`config.mk`:
```
export PLATFORM = sky130hd
export DESIGN_NAME = usb2_retune_seq
export DESIGN_NICKNAME = d
export VERILOG_FILES = /design/src/rtl/retune_pkg.sv /design/src/rtl/retune_delay.sv /design/src/rtl/retune_trim.sv /design/src/rtl/retune_ctrl.sv /design/src/rtl/usb2_retune_seq.sv
export SDC_FILE = /design/constraint.sdc
export NUM_CORES = 1
export LEC_CHECK = 0
export CAP_MARGIN = 15
export CORE_MARGIN = 3
export CORE_UTILIZATION = 50
export CTS_BUF_LIST = sky130_fd_sc_hd__clkbuf_4
export CTS_CLUSTER_SIZE = 40
export DETAILED_ROUTE_END_ITERATION = 8
export PLACE_DENSITY = 0.86
export REMOVE_ABC_BUFFERS = 1
export SLEW_MARGIN = 20
export SYNTH_ARGS = -nofsm -noshare
export SYNTH_HDL_FRONTEND = slang
export SYNTH_SLANG_ARGS = --single-unit
```
`constraint.sdc`:
```
create_clock -name clk -period 9.2 [get_ports clk]
set_clock_uncertainty 0.05 [all_clocks]
set_input_delay 0.92 -clock clk [delete_from_list [all_inputs] [get_ports clk]]
set_output_delay 0.92 -clock clk [all_outputs]
set_load 0.02 [all_outputs]
```
`src/rtl/retune_pkg.sv`:
```
package retune_pkg;

  typedef enum logic [1:0] {
    OP_PAGE  = 2'd0,
    OP_READ  = 2'd1,
    OP_WRITE = 2'd2
  } acc_op_e;

  localparam int DATA_W = 8;
  localparam int SUM_W  = 12;

  localparam logic [DATA_W-1:0] REG_SENS   = 8'hE7;
  localparam logic [DATA_W-1:0] REG_DRV    = 8'hE4;
  localparam logic [DATA_W-1:0] REG_DIS_P1 = 8'hE2;
  localparam logic [DATA_W-1:0] REG_CAL    = 8'hE0;
  localparam logic [DATA_W-1:0] SENS_BITS  = 8'h70;
  localparam logic [DATA_W-1:0] CAL_BIT    = 8'h04;
  localparam logic [3:0]        DIS_DEFAULT = 4'd6;
  localparam logic [3:0]        DIS_MASK    = 4'hF;

  // saturating clamp of a signed sum into 0..mask
  function automatic logic [DATA_W-1:0] sat_field(input logic signed [SUM_W-1:0] sum,
                                                  input logic [DATA_W-1:0] mask);
    logic signed [SUM_W-1:0] lim;
    lim = $signed({4'b0000, mask});
    if (sum < 12'sd0) return '0;
    if (sum > lim) return mask;
    return sum[DATA_W-1:0];
  endfunction

  // fuse code to signed trim
  function automatic logic signed [DATA_W-1:0] fuse_trim(input logic [3:0] code,
                                                         input logic [1:0] rate,
                                                         input logic v2);
    logic [DATA_W-1:0] mag;
    mag = {5'b0, code[2:0]} * {6'b0, rate};
    if (v2) return $signed({4'b0000, code});
    if (code[3]) return -$signed(mag);
    return $signed(mag);
  endfunction

endpackage

```
`src/rtl/retune_delay.sv`:
```
module retune_delay #(
  parameter int WAIT_CYCLES = 50000
) (
  input  logic clk,
  input  logic rst_n,
  input  logic start,
  output logic expire
);
  localparam int CW = $clog2(WAIT_CYCLES + 1);

  logic [CW-1:0] cnt;
  logic          active;

  always_ff @(posedge clk or negedge rst_n) begin
    if (!rst_n) begin
      cnt    <= '0;
      active <= 1'b0;
    end else if (start) begin
      cnt    <= CW'(WAIT_CYCLES - 1);
      active <= 1'b1;
    end else if (active) begin
      if (cnt == '0) active <= 1'b0;
      else           cnt    <= cnt - 1'b1;
    end
  end

  assign expire = active && (cnt == '0);

  // the controller must not restart a wait that is still running
  assert_start_idle_R5: assert property (@(posedge clk) disable iff (!rst_n)
    start |-> !active)
    else $error("delay restarted while running");

  if (WAIT_CYCLES > 1) begin : g_min_wait
    assert_start_not_expired_R5: assert property (@(posedge clk) disable iff (!rst_n)
      start |=> !expire)
      else $error("calibration wait ended too early");
  end

endmodule

```
`src/rtl/retune_trim.sv`:
```
module retune_trim
  import retune_pkg::*;
(
  input  logic              clk,
  input  logic              rst_n,
  input  logic              lat_connect,
  input  logic              lat_at_p0,
  input  logic              cfg_fuse_v2,
  input  logic [1:0]        cfg_fuse_rate,
  input  logic [3:0]        fuse_dis_code,
  input  logic [DATA_W-1:0] dis_comp,
  input  logic [DATA_W-1:0] cfg_drv_mask,
  input  logic [DATA_W-1:0] cfg_drv_step,
  input  logic [DATA_W-1:0] shadow_drv,
  input  logic [DATA_W-1:0] sens_rd,
  input  logic [DATA_W-1:0] dis_rd,
  input  logic [DATA_W-1:0] cal_rd,
  output logic [DATA_W-1:0] sens_wd,
  output logic [DATA_W-1:0] drv_wd,
  output logic [DATA_W-1:0] rst_wd,
  output logic [DATA_W-1:0] upd_wd,
  output logic [DATA_W-1:0] cal_lo_wd,
  output logic [DATA_W-1:0] cal_hi_wd
);

  // sensitivity bits: clear on connect, set on disconnect
  assign sens_wd = lat_connect ? (sens_rd & ~SENS_BITS) : (sens_rd | SENS_BITS);

  // driving step
  logic signed [SUM_W-1:0] drv_sum;
  logic [DATA_W-1:0]       drv_fld;
  assign drv_sum = $signed({4'b0000, shadow_drv & cfg_drv_mask})
                 + $signed({{4{cfg_drv_step[7]}}, cfg_drv_step});
  assign drv_fld = sat_field(drv_sum, cfg_drv_mask);
  assign drv_wd  = lat_connect ? shadow_drv
                               : ((shadow_drv & ~cfg_drv_mask) | drv_fld);

  // disconnect field: base register and current field
  logic [DATA_W-1:0] dis_base;
  logic [3:0]        dis_fld;
  assign dis_base = lat_at_p0 ? shadow_drv : dis_rd;
  assign dis_fld  = lat_at_p0 ? dis_base[7:4] : dis_base[3:0];
  assign rst_wd   = lat_at_p0 ? {DIS_DEFAULT, dis_base[3:0]}
                              : {dis_base[7:4], DIS_DEFAULT};

  // trimmed update
  logic signed [DATA_W-1:0] trim;
  logic                     keep_fld;
  logic signed [SUM_W-1:0]  upd_sum;
  logic [DATA_W-1:0]        upd_fld;
  assign trim     = fuse_trim(fuse_dis_code, cfg_fuse_rate, cfg_fuse_v2);
  assign keep_fld = !(cfg_fuse_v2 && (trim != 8'sd0));
  assign upd_sum  = $signed({8'b0, keep_fld ? dis_fld : 4'd0})
                  + $signed({{4{trim[7]}}, trim})
                  + $signed({{4{dis_comp[7]}}, dis_comp});
  assign upd_fld  = sat_field(upd_sum, {4'b0000, DIS_MASK});
  assign upd_wd   = lat_at_p0 ? {upd_fld[3:0], dis_base[3:0]}
                              : {dis_base[7:4], upd_fld[3:0]};

  // calibration enable pulse values
  assign cal_lo_wd = cal_rd & ~CAL_BIT;
  assign cal_hi_wd = cal_rd | CAL_BIT;

  assert_drv_in_range_R3: assert property (@(posedge clk) disable iff (!rst_n)
    drv_fld <= cfg_drv_mask)
    else $error("driving field out of range");

endmodule

```
`src/rtl/retune_ctrl.sv`:
```
module retune_ctrl
  import retune_pkg::*;
(
  input  logic              clk,
  input  logic              rst_n,
  input  logic              evt_valid,
  input  logic              evt_connect,
  input  logic              cfg_toggle_en,
  input  logic              cfg_drv_toggle_en,
  input  logic              cfg_dbl_sens,
  input  logic              cfg_dis_at_p0,
  input  logic              acc_ack,
  input  logic [DATA_W-1:0] acc_rdata,
  input  logic [DATA_W-1:0] sens_wd,
  input  logic [DATA_W-1:0] drv_wd,
  input  logic [DATA_W-1:0] rst_wd,
  input  logic [DATA_W-1:0] upd_wd,
  input  logic [DATA_W-1:0] cal_lo_wd,
  input  logic [DATA_W-1:0] cal_hi_wd,
  input  logic              dly_expire,
  output logic              dly_start,
  output logic              acc_req,
  output logic [1:0]        acc_op,
  output logic [DATA_W-1:0] acc_addr,
  output logic [DATA_W-1:0] acc_wdata,
  output logic              done,
  output logic              lat_connect,
  output logic              lat_at_p0,
  output logic [DATA_W-1:0] sens_rd,
  output logic [DATA_W-1:0] dis_rd,
  output logic [DATA_W-1:0] cal_rd
);

  typedef enum logic [4:0] {
    S_IDLE, S_SENS_PG, S_SENS_RD, S_SENS_WR, S_DRV_PG, S_DRV_WR,
    S_RST_PG, S_RST_RD, S_RST_WR, S_CAL_PG, S_CAL_RD, S_CAL_LO,
    S_CAL_WAIT, S_CAL_HI, S_UPD_PG, S_UPD_WR, S_DONE
  } step_e;

  step_e state, state_nx;
  logic  lat_drv;
  logic  accept;

  assign accept = (state == S_IDLE) && evt_valid;
  assign acc_req = !(state inside {S_IDLE, S_CAL_WAIT, S_DONE});
  assign done    = (state == S_DONE);
  assign dly_start = (state == S_CAL_LO) && acc_ack;

  always_comb begin
    state_nx = state;
    unique case (state)
      S_IDLE:
        if (evt_valid) begin
          if (!cfg_toggle_en)          state_nx = S_DONE;
          else if (!cfg_dbl_sens)      state_nx = S_SENS_PG;
          else if (cfg_drv_toggle_en)  state_nx = S_DRV_PG;
          else                         state_nx = S_RST_PG;
        end
      S_SENS_PG:  if (acc_ack) state_nx = S_SENS_RD;
      S_SENS_RD:  if (acc_ack) state_nx = S_SENS_WR;
      S_SENS_WR:  if (acc_ack) state_nx = lat_drv ? S_DRV_PG : S_RST_PG;
      S_DRV_PG:   if (acc_ack) state_nx = S_DRV_WR;
      S_DRV_WR:   if (acc_ack) state_nx = S_RST_PG;
      S_RST_PG:   if (acc_ack) state_nx = lat_at_p0 ? S_RST_WR : S_RST_RD;
      S_RST_RD:   if (acc_ack) state_nx = S_RST_WR;
      S_RST_WR:   if (acc_ack) state_nx = S_CAL_PG;
      S_CAL_PG:   if (acc_ack) state_nx = S_CAL_RD;
      S_CAL_RD:   if (acc_ack) state_nx = S_CAL_LO;
      S_CAL_LO:   if (acc_ack) state_nx = S_CAL_WAIT;
      S_CAL_WAIT: if (dly_expire) state_nx = S_CAL_HI;
      S_CAL_HI:   if (acc_ack) state_nx = S_UPD_PG;
      S_UPD_PG:   if (acc_ack) state_nx = S_UPD_WR;
      S_UPD_WR:   if (acc_ack) state_nx = S_DONE;
      S_DONE:     state_nx = S_IDLE;
      default:    state_nx = S_IDLE;
    endcase
  end

  always_ff @(posedge clk or negedge rst_n) begin
    if (!rst_n) begin
      state       <= S_IDLE;
      lat_connect <= 1'b0;
      lat_drv     <= 1'b0;
      lat_at_p0   <= 1'b0;
      sens_rd     <= '0;
      dis_rd      <= '0;
      cal_rd      <= '0;
    end else begin
      state <= state_nx;
      if (accept) begin
        lat_connect <= evt_connect;
        lat_drv     <= cfg_drv_toggle_en;
        lat_at_p0   <= cfg_dis_at_p0;
      end
      if (acc_ack && state == S_SENS_RD) sens_rd <= acc_rdata;
      if (acc_ack && state == S_RST_RD)  dis_rd  <= acc_rdata;
      if (acc_ack && state == S_CAL_RD)  cal_rd  <= acc_rdata;
    end
  end

  // request fields per step
  always_comb begin
    acc_op    = OP_PAGE;
    acc_addr  = '0;
    acc_wdata = '0;
    unique case (state)
      S_SENS_PG, S_DRV_PG: acc_wdata = 8'd0;
      S_RST_PG, S_UPD_PG:  acc_wdata = lat_at_p0 ? 8'd0 : 8'd1;
      S_CAL_PG:            acc_wdata = 8'd1;
      S_SENS_RD: begin acc_op = OP_READ;  acc_addr = REG_SENS; end
      S_SENS_WR: begin acc_op = OP_WRITE; acc_addr = REG_SENS; acc_wdata = sens_wd; end
      S_DRV_WR:  begin acc_op = OP_WRITE; acc_addr = REG_DRV;  acc_wdata = drv_wd; end
      S_RST_RD:  begin acc_op = OP_READ;  acc_addr = REG_DIS_P1; end
      S_RST_WR:  begin
        acc_op = OP_WRITE; acc_addr = lat_at_p0 ? REG_DRV : REG_DIS_P1; acc_wdata = rst_wd;
      end
      S_CAL_RD:  begin acc_op = OP_READ;  acc_addr = REG_CAL; end
      S_CAL_LO:  begin acc_op = OP_WRITE; acc_addr = REG_CAL; acc_wdata = cal_lo_wd; end
      S_CAL_HI:  begin acc_op = OP_WRITE; acc_addr = REG_CAL; acc_wdata = cal_hi_wd; end
      S_UPD_WR:  begin
        acc_op = OP_WRITE; acc_addr = lat_at_p0 ? REG_DRV : REG_DIS_P1; acc_wdata = upd_wd;
      end
      default: ;
    endcase
  end

  assert_req_hold_R10: assert property (@(posedge clk) disable iff (!rst_n)
    acc_req && !acc_ack |=> acc_req && $stable(acc_op) && $stable(acc_addr) && $stable(acc_wdata))
    else $error("request changed before acknowledge");

  assert_done_single_R9: assert property (@(posedge clk) disable iff (!rst_n)
    done |=> !done)
    else $error("done longer than one cycle");

  assert_quiet_off_R1: assert property (@(posedge clk) disable iff (!rst_n)
    (state == S_IDLE) && evt_valid && !cfg_toggle_en |=> done && !acc_req)
    else $error("disabled retune issued traffic");

endmodule

```
`src/rtl/usb2_retune_seq.sv`:
```
module usb2_retune_seq
  import retune_pkg::*;
#(
  parameter int CLK_HZ = 50_000_000,
  parameter int CAL_MS = 1
) (
  input  logic       clk,
  input  logic       rst_n,
  input  logic       evt_valid,
  input  logic       evt_connect,
  input  logic       cfg_toggle_en,
  input  logic       cfg_drv_toggle_en,
  input  logic       cfg_dbl_sens,
  input  logic       cfg_dis_at_p0,
  input  logic       cfg_fuse_v2,
  input  logic [1:0] cfg_fuse_rate,
  input  logic [3:0] fuse_dis_code,
  input  logic [7:0] dis_comp,
  input  logic [7:0] cfg_drv_mask,
  input  logic [7:0] cfg_drv_step,
  input  logic [7:0] shadow_drv,
  output logic       acc_req,
  output logic [1:0] acc_op,
  output logic [7:0] acc_addr,
  output logic [7:0] acc_wdata,
  input  logic       acc_ack,
  input  logic [7:0] acc_rdata,
  output logic       done
);
  localparam int WAIT_CYCLES = (CLK_HZ / 1000) * CAL_MS;

  logic              dly_start, dly_expire;
  logic              lat_connect, lat_at_p0;
  logic [DATA_W-1:0] sens_rd, dis_rd, cal_rd;
  logic [DATA_W-1:0] sens_wd, drv_wd, rst_wd, upd_wd, cal_lo_wd, cal_hi_wd;

  retune_ctrl u_ctrl (
    .clk, .rst_n, .evt_valid, .evt_connect, .cfg_toggle_en, .cfg_drv_toggle_en,
    .cfg_dbl_sens, .cfg_dis_at_p0, .acc_ack, .acc_rdata,
    .sens_wd, .drv_wd, .rst_wd, .upd_wd, .cal_lo_wd, .cal_hi_wd,
    .dly_expire, .dly_start, .acc_req, .acc_op, .acc_addr, .acc_wdata, .done,
    .lat_connect, .lat_at_p0, .sens_rd, .dis_rd, .cal_rd
  );

  retune_trim u_trim (
    .clk, .rst_n, .lat_connect, .lat_at_p0, .cfg_fuse_v2, .cfg_fuse_rate,
    .fuse_dis_code, .dis_comp, .cfg_drv_mask, .cfg_drv_step, .shadow_drv,
    .sens_rd, .dis_rd, .cal_rd,
    .sens_wd, .drv_wd, .rst_wd, .upd_wd, .cal_lo_wd, .cal_hi_wd
  );

  retune_delay #(.WAIT_CYCLES(WAIT_CYCLES)) u_delay (
    .clk, .rst_n, .start(dly_start), .expire(dly_expire)
  );

endmodule

```
==> impl_metrics.yaml, run 1 <==
global_routing:
  gr-total-overflow: 0
  first_global_vias: 4181
  antenna_found_initial: 0
  grt_max_degree: 46
  grt_use_total_pct: 24.1
  grt_pass1_wl_mm: 19.7
floorplan:
  core_um2: 8380
  fp.dieH_um: 99.6
  die_area_um2: 9920
  initial_utilization_pct: 52.3
  die_w_um: 99.6
  pin_count: 76
  rows: 33
placed_design:
  placed_cell_area_um2: 5140
  finalWeightedCongestion: 0.987
  port_buffers: 73
  place_hpwl_mm: 9.44
critical_path:
  cp.arrival_ps: 5950
  end_kind: "output pin"
  slowest_stage: "clkdlybuf4s50_1"
  cp_slowest_stage_delay_ps: 630
  crit_fanout: 5
  cp-start-kind: "input port"
  reg2regPathDepth: 6
  criticalPathCategory: "input port to output pin"
  worstPathCellList: "clkdlybuf4s50_1, and2_1, ha_1, fa_1, a211oi_1, inv_1, a21oi_1, nand2_1, nand2_1, fa_1, ha_1, nor2b_1, o31a_1, o211ai_1, a311oi_1, o21ai_0, o211ai_1, clkdlybuf4s50_1"
  required_ps: 8230
timing:
  setup_viol: 0
  fmax_mhz: 145
  rsz0062_at_grt: "no"
  worst_hold_slack_ps: 465
  fin_crit_sh_pct: 75.2
  min_period_ps: 6920
  drv_slew: 0
  slew_headroom_pct: 35.3
  hold_viol: 0
  worst_pin_slew_ps: 970
  timing.setup.tns_ps: 0
clock_network:
  cts_tree: "built"
  cts_resized: 0
  htree_levels: 2
  cts_buffers: 5
  root_buffer: "clkbuf_4"
  cts.sinks: 45
  post_cts_buffers: 0
  clock_latency_ps: 360
  cts_hold_buffers: 0
  clock_path_buffers: 2
  clk_pin_slew_ps: 110
flow_run:
  cap_viol_max_count: 0
yosys:
  ys_seq_area_share_pct: 25.7
  synth-edff-count: 0
  ys.flop_type: "dfrtp_1"
  synth_cell_types: 66
  syn_avg_cell_area_um2: 8.46
  async_reset_ff_share_pct: 100
  yosysTopAreaCellShare_pct: 25.7
  synth_cells: 518
  yosysMostFrequentCell: "nor2_1"
  yosysWarnings: 0
  synth.largest_area_cell: "dfrtp_1"
  ys_top_cells_by_area: "dfrtp_1 26%, ha_1 9.4%, mux2_2 6.2%, nor2_1 5.2%, o21ai_0 3.5%"
  syn-cell-area_um2: 4380
  yosys-top-cells-count: "61 x nor2_1, 45 x dfrtp_1, 34 x nand2_1"
  ys_seq_elements: 45
routing:
  drt-initial-drc-count: 317
  drc: 0
  highest_layer: "met4"
  vias_per_cell: 6.17
  wl_met1_mm: 4.72
  ant_nets: 0
  route.met3.wl_um: 891
  met2WireLength_mm: 5.74
  vias: 4214
  dr.pass1.iters: 5
  wirelength_mm: 11.7
  wl_per_cell_um: 17.1
pwr:
  peakVddDrop_mv: 0.155
  p_leak_nw: 2.16
  power.density_nw_per_um2: 253
cells_and_area:
  fin_util_pct: 62.0
  design_area_um2: 5200
  syn2layout_area_growth_pct: 18.7
  final_nets: 673
  drive_gt1_share_pct: 8.30
  diodes: 0
hold_path:
  holdPathStages: 1
  min_path_type: "flip-flop to flip-flop"
outcome:
  status: "finished clean"
[where the power goes]
part	total, W	switching (W)	internal, W
Sequential	0.000407	0.000126	0.000281
Clock	0.0000964	0.0000636	0.0000329
Combinational	0.000813	0.000432	0.000381
[metal layers]
| layer | vias up | track usage (%) |
|---|---|---|
| li1 | 2001 | - |
| met1 | 2010 | 30.6 |
| met2 | 173 | 41.6 |
| met3 | 30 | 3.93 |
| met4 | 0 | 7.98 |
| met5 | - | 0 |
[layout make-up]
cell class	count	area, um2
fillers	708	3180
flip-flops and latches	45	1130
clock buffers	6	45.0
clock inverters	2	15.0
inverters	31	116
multi-input cells	421	3040
well taps	105	131
repair buffers	73	726
[flip-flops by register name (all words and copies together) (netlist names)]
| name | count |
|---|---|
| u_ctrl.cal_rd | 7 |
| u_ctrl.dis_rd | 8 |
| u_ctrl.lat_at_p0 | 1 |
| u_ctrl.lat_connect | 1 |
| u_ctrl.lat_drv | 1 |
| u_ctrl.sens_rd | 5 |
| u_ctrl.state | 5 |
| u_delay.active | 1 |
| u_delay.cnt | 16 |
[final timing paths]
| kind | from | to | slack [ps] |
|---|---|---|---|
| max | fuse_dis_code[0] | acc_wdata[5] | 2280 |
| min | u_ctrl.lat_drv$_DFFE_PN0P_ | u_ctrl.lat_drv$_DFFE_PN0P_ | 470 |
| max reg2reg | u_ctrl.state[3]$_DFFE_PN0P_ | u_delay.cnt[15]$_DFFE_PN0P_ | 6680 |
| min reg2reg | u_ctrl.lat_drv$_DFFE_PN0P_ | u_ctrl.lat_drv$_DFFE_PN0P_ | 470 |
| max in group asynchronous | rst_n | u_delay.active$_DFF_PN0_ | 7830 |
| min in group asynchronous | rst_n | u_delay.cnt[15]$_DFFE_PN0P_ | 650 |
[metrics by stage]
step | setup WS, ps | power (W) | cells
after global placement | 2560 | 0.00117 | 675
after global routing | 1910 | 0.00142 | 683
after floorplan | 3660 | 0.000915 | 497
final | 2280 | 0.00132 | 683
after detailed placement | 2340 | 0.00121 | 675
after CTS | 2330 | 0.00131 | 683
[cells by family (layout without fill, tap and decap cells)]
group	count (synthesis)	in the layout	share of synthesized area [%]
multiplexers	37	37	9.42
buffers and inverters	53	112	5.00
adder cells (fa/ha/maj)	40	40	12.6
AO/OA/AOI/OAI	127	127	20.4
other	1	2	0.0856
flip-flops	45	45	25.7
XOR/XNOR	24	24	4.80
AND/OR/NAND/NOR	191	191	22.0
[worst max-delay path: cells and delay by family]
family          cells  cell delay, ps
compound gates      7            1740
fa+ha+maj           4            1500
buf+inv             3            1210
simple gates        4             580
[placed cells by master, fill, tap and decap left out, types with 3 or more instances in the layout]
cell	count
o21ai_1	5
o21a_1	5
dfrtp_1	45
nand2_1	34
o22ai_1	4
nor3_1	11
and3_1	8
inv_1	31
a21o_1	3
nand3_1	18
nand4_1	9
clkdlybuf4s50_1	72
a21oi_1	26
a221oi_1	4
fa_1	7
clkbuf_4	6
nor2b_1	10
nor4_1	6
xor2_1	9
o31ai_1	3
and2_1	13
o221ai_1	6
xnor2_1	15
mux2_2	24
or4_1	3
o21ai_0	31
o211ai_1	8
mux2i_1	12
nor2_1	61
ha_1	33
nand2b_1	8
a211oi_1	5
Power figures use the tool's default switching activity.
==> inputs of run 2 (changes only) <==
--- a/config.mk
+++ b/config.mk
@@ -11,7 +11,7 @@
 export CTS_BUF_LIST = sky130_fd_sc_hd__clkbuf_4
 export CTS_CLUSTER_SIZE = 40
 export DETAILED_ROUTE_END_ITERATION = 8
-export PLACE_DENSITY = 0.86
+export PLACE_DENSITY = 0.89
 export REMOVE_ABC_BUFFERS = 1
 export SLEW_MARGIN = 20
 export SYNTH_ARGS = -nofsm -noshare
==> constraint.sdc (replaced) <==
create_clock -name clk -period 5.6 [get_ports clk]
set_clock_uncertainty 0.05 [all_clocks]
set_input_delay 0.56 -clock clk [delete_from_list [all_inputs] [get_ports clk]]
set_output_delay 0.56 -clock clk [all_outputs]
set_load 0.02 [all_outputs]
==> run 2 against run 1 <==
- global-route usage is 0.30 points higher
- sequential power is 61% higher
- register-to-register slack worse by 3600 ps
- clock power is 100% higher
- via count is 1.5% higher
- cell count is 3.2% higher
- flip-flop and latch count stayed put
- critical path depth is 1 lower
- cell area is 4.4% higher
- setup slack worse by 2200 ps
- total power is 69% higher
- sequential share of layout area is 0.91 points lower
- highest routed layer unchanged
==> impl_metrics.yaml, run 2 (synthesis gave the netlist of run 1 again) <==
routing:
  ant_nets: 0
  drt-initial-drc-count: 328
  wirelength_mm: 12.2
  wl_per_cell_um: 17.3
  vias: 4278
  drc: 0
  dr.pass1.iters: 5
  vias_per_cell: 6.07
pwr:
  p_leak_nw: 2.33
  power.total_w: 0.00223
  peakVddDrop_mv: 0.215
  power.density_nw_per_um2: 410
critical_path:
  cp-start-kind: "input port"
  r2r_end: "u_delay.cnt[15]$_DFFE_PN0P_"
  crit_fanout: 5
  cp.arrival_ps: 4870
  reg2regPathDepth: 6
  reg2reg_from: "u_ctrl.state[3]$_DFFE_PN0P_"
  criticalPathCategory: "input port to output pin"
  end_kind: "output pin"
  worstPathCellList: "clkdlybuf4s50_1, and2_1, fa_1, buf_4, xnor2_1, o21ai_0, fa_1, inv_1, fa_1, nor2b_2, o21a_1, o22ai_1, a21oi_1, o2111ai_2, o31ai_4, nand4_1, buf_4"
  reg2reg_slack_ps: 3100
  slowest_stage: "fa_1"
  worst_path_most_repeated_cell: "fa_1"
  crit_start: "fuse_dis_code[2]"
  cp_slowest_stage_delay_ps: 580
  required_ps: 4990
placed_design:
  place_hpwl_mm: 9.58
  placed_cell_area_um2: 5300
  port_buffers: 73
  finalWeightedCongestion: 0.966
clock_network:
  clk_pin_slew_ps: 120
  clock_latency_ps: 350
  clock_path_buffers: 2
  cts_tree: "built"
  cts_hold_buffers: 0
  root_buffer: "clkbuf_4"
  htree_levels: 2
  cts_buffers: 5
  cts.sinks: 45
timing:
  fmax_mhz: 182
  min_period_ps: 5480
  worst_hold_slack_ps: 295
  hold_viol: 0
  fin_crit_sh_pct: 97.9
  worst_pin_slew_ps: 956
  drv_slew: 0
  timing.setup.tns_ps: 0
  setup_viol: 0
  slew_headroom_pct: 36.3
cells_and_area:
  final_nets: 695
  layout.area.seq_um2: 1130
  largest_reg_flops: 16
  diodes: 0
  reg_top3: "u_delay.cnt: 16 flops, u_ctrl.dis_rd: 8 flops, u_ctrl.cal_rd: 7 flops"
  syn2layout_area_growth_pct: 23.9
  layout_common_cells: "60 x nor2_1, 60 x clkdlybuf4s50_1, 45 x dfrtp_1, 34 x nand2_1"
  design_area_um2: 5430
  largest_register: "u_delay.cnt"
  drive_gt1_share_pct: 14.7
  multiInputGateArea_um2: 3110
  fillers: 666
floorplan:
  die_area_um2: 9920
  fp.dieH_um: 99.6
  core_um2: 8380
  rows: 33
  die_w_um: 99.6
  initial_utilization_pct: 52.3
  pin_count: 76
global_routing:
  grt_max_degree: 46
  grt_pass1_wl_mm: 20.1
  first_global_vias: 4298
  grt_use_total_pct: 24.4
  gr-total-overflow: 0
  antenna_found_initial: 0
hold_path:
  min_path_type: "input port to async pin"
outcome:
  status: "finished clean"
flow_run:
  cap_viol_max_count: 0
[run 2: worst max path at each step]
stage | to | slack [ps] | cells past startpoint
after floorplan | acc_wdata[6] | 780 | 17
after global placement | acc_wdata[6] | -170 | 19
after detailed placement | acc_wdata[5] | -400 | 19
after CTS | acc_wdata[7] | 10 | 19
after global routing | acc_wdata[7] | -70 | 17
final | acc_wdata[7] | 120 | 17
[run 2: timing repair]
action / in CTS / in global routing
resized for setup: 14 / 37
setup buffers: 0 / 1
pin swaps: 0 / 11
setup endpoints to repair: 8 / 8
gates cloned: 0 / 0
[run 2: layer usage]
metal  up-vias  track usage [%]  share of wire [%]
met4         0             5.67                1.5
met3        20             4.28                6.2
li1       2039                -                  -
met5         -                0                  0
met1      2055             30.2                 42
met2       164             44.0                 50
[run 2: power by group]
part | switching (W) | internal [W] | leakage (nW)
sequential | 0.000192 | 0.000463 | 0.533
combinational | 0.000748 | 0.000627 | 1.76
clock | 0.000103 | 0.0000925 | 0.0389
total | 0.00104 | 0.00118 | 2.33
[run 2: per-stage QoR]
stage | util, % | std cells | setup slack (ps)
floorplan | - | 497 | 779
global placement | 63.2 | 696 | -169
detailed placement | 63.2 | 696 | -403
CTS | 64.2 | 704 | 9.54
global route | 64.8 | 705 | -73.7
finish | 64.8 | 705 | 117
[run 2: final cells by class]
class	instances	share of cell area, %
multi-input cells	421	57.3
clock inverters	3	0.761
clock buffers	5	0.692
repair buffers	95	15.9
inverters	31	2.14
well taps	105	2.42
flip-flops and latches	45	20.7
[run 2: worst max-delay path: cells and delay by family]
kind            cells  cell delay, ps
buf+inv             4             910
simple gates        3             480
fa+ha+maj           3            1500
compound gates      6            1190
xor+xnor            1             230
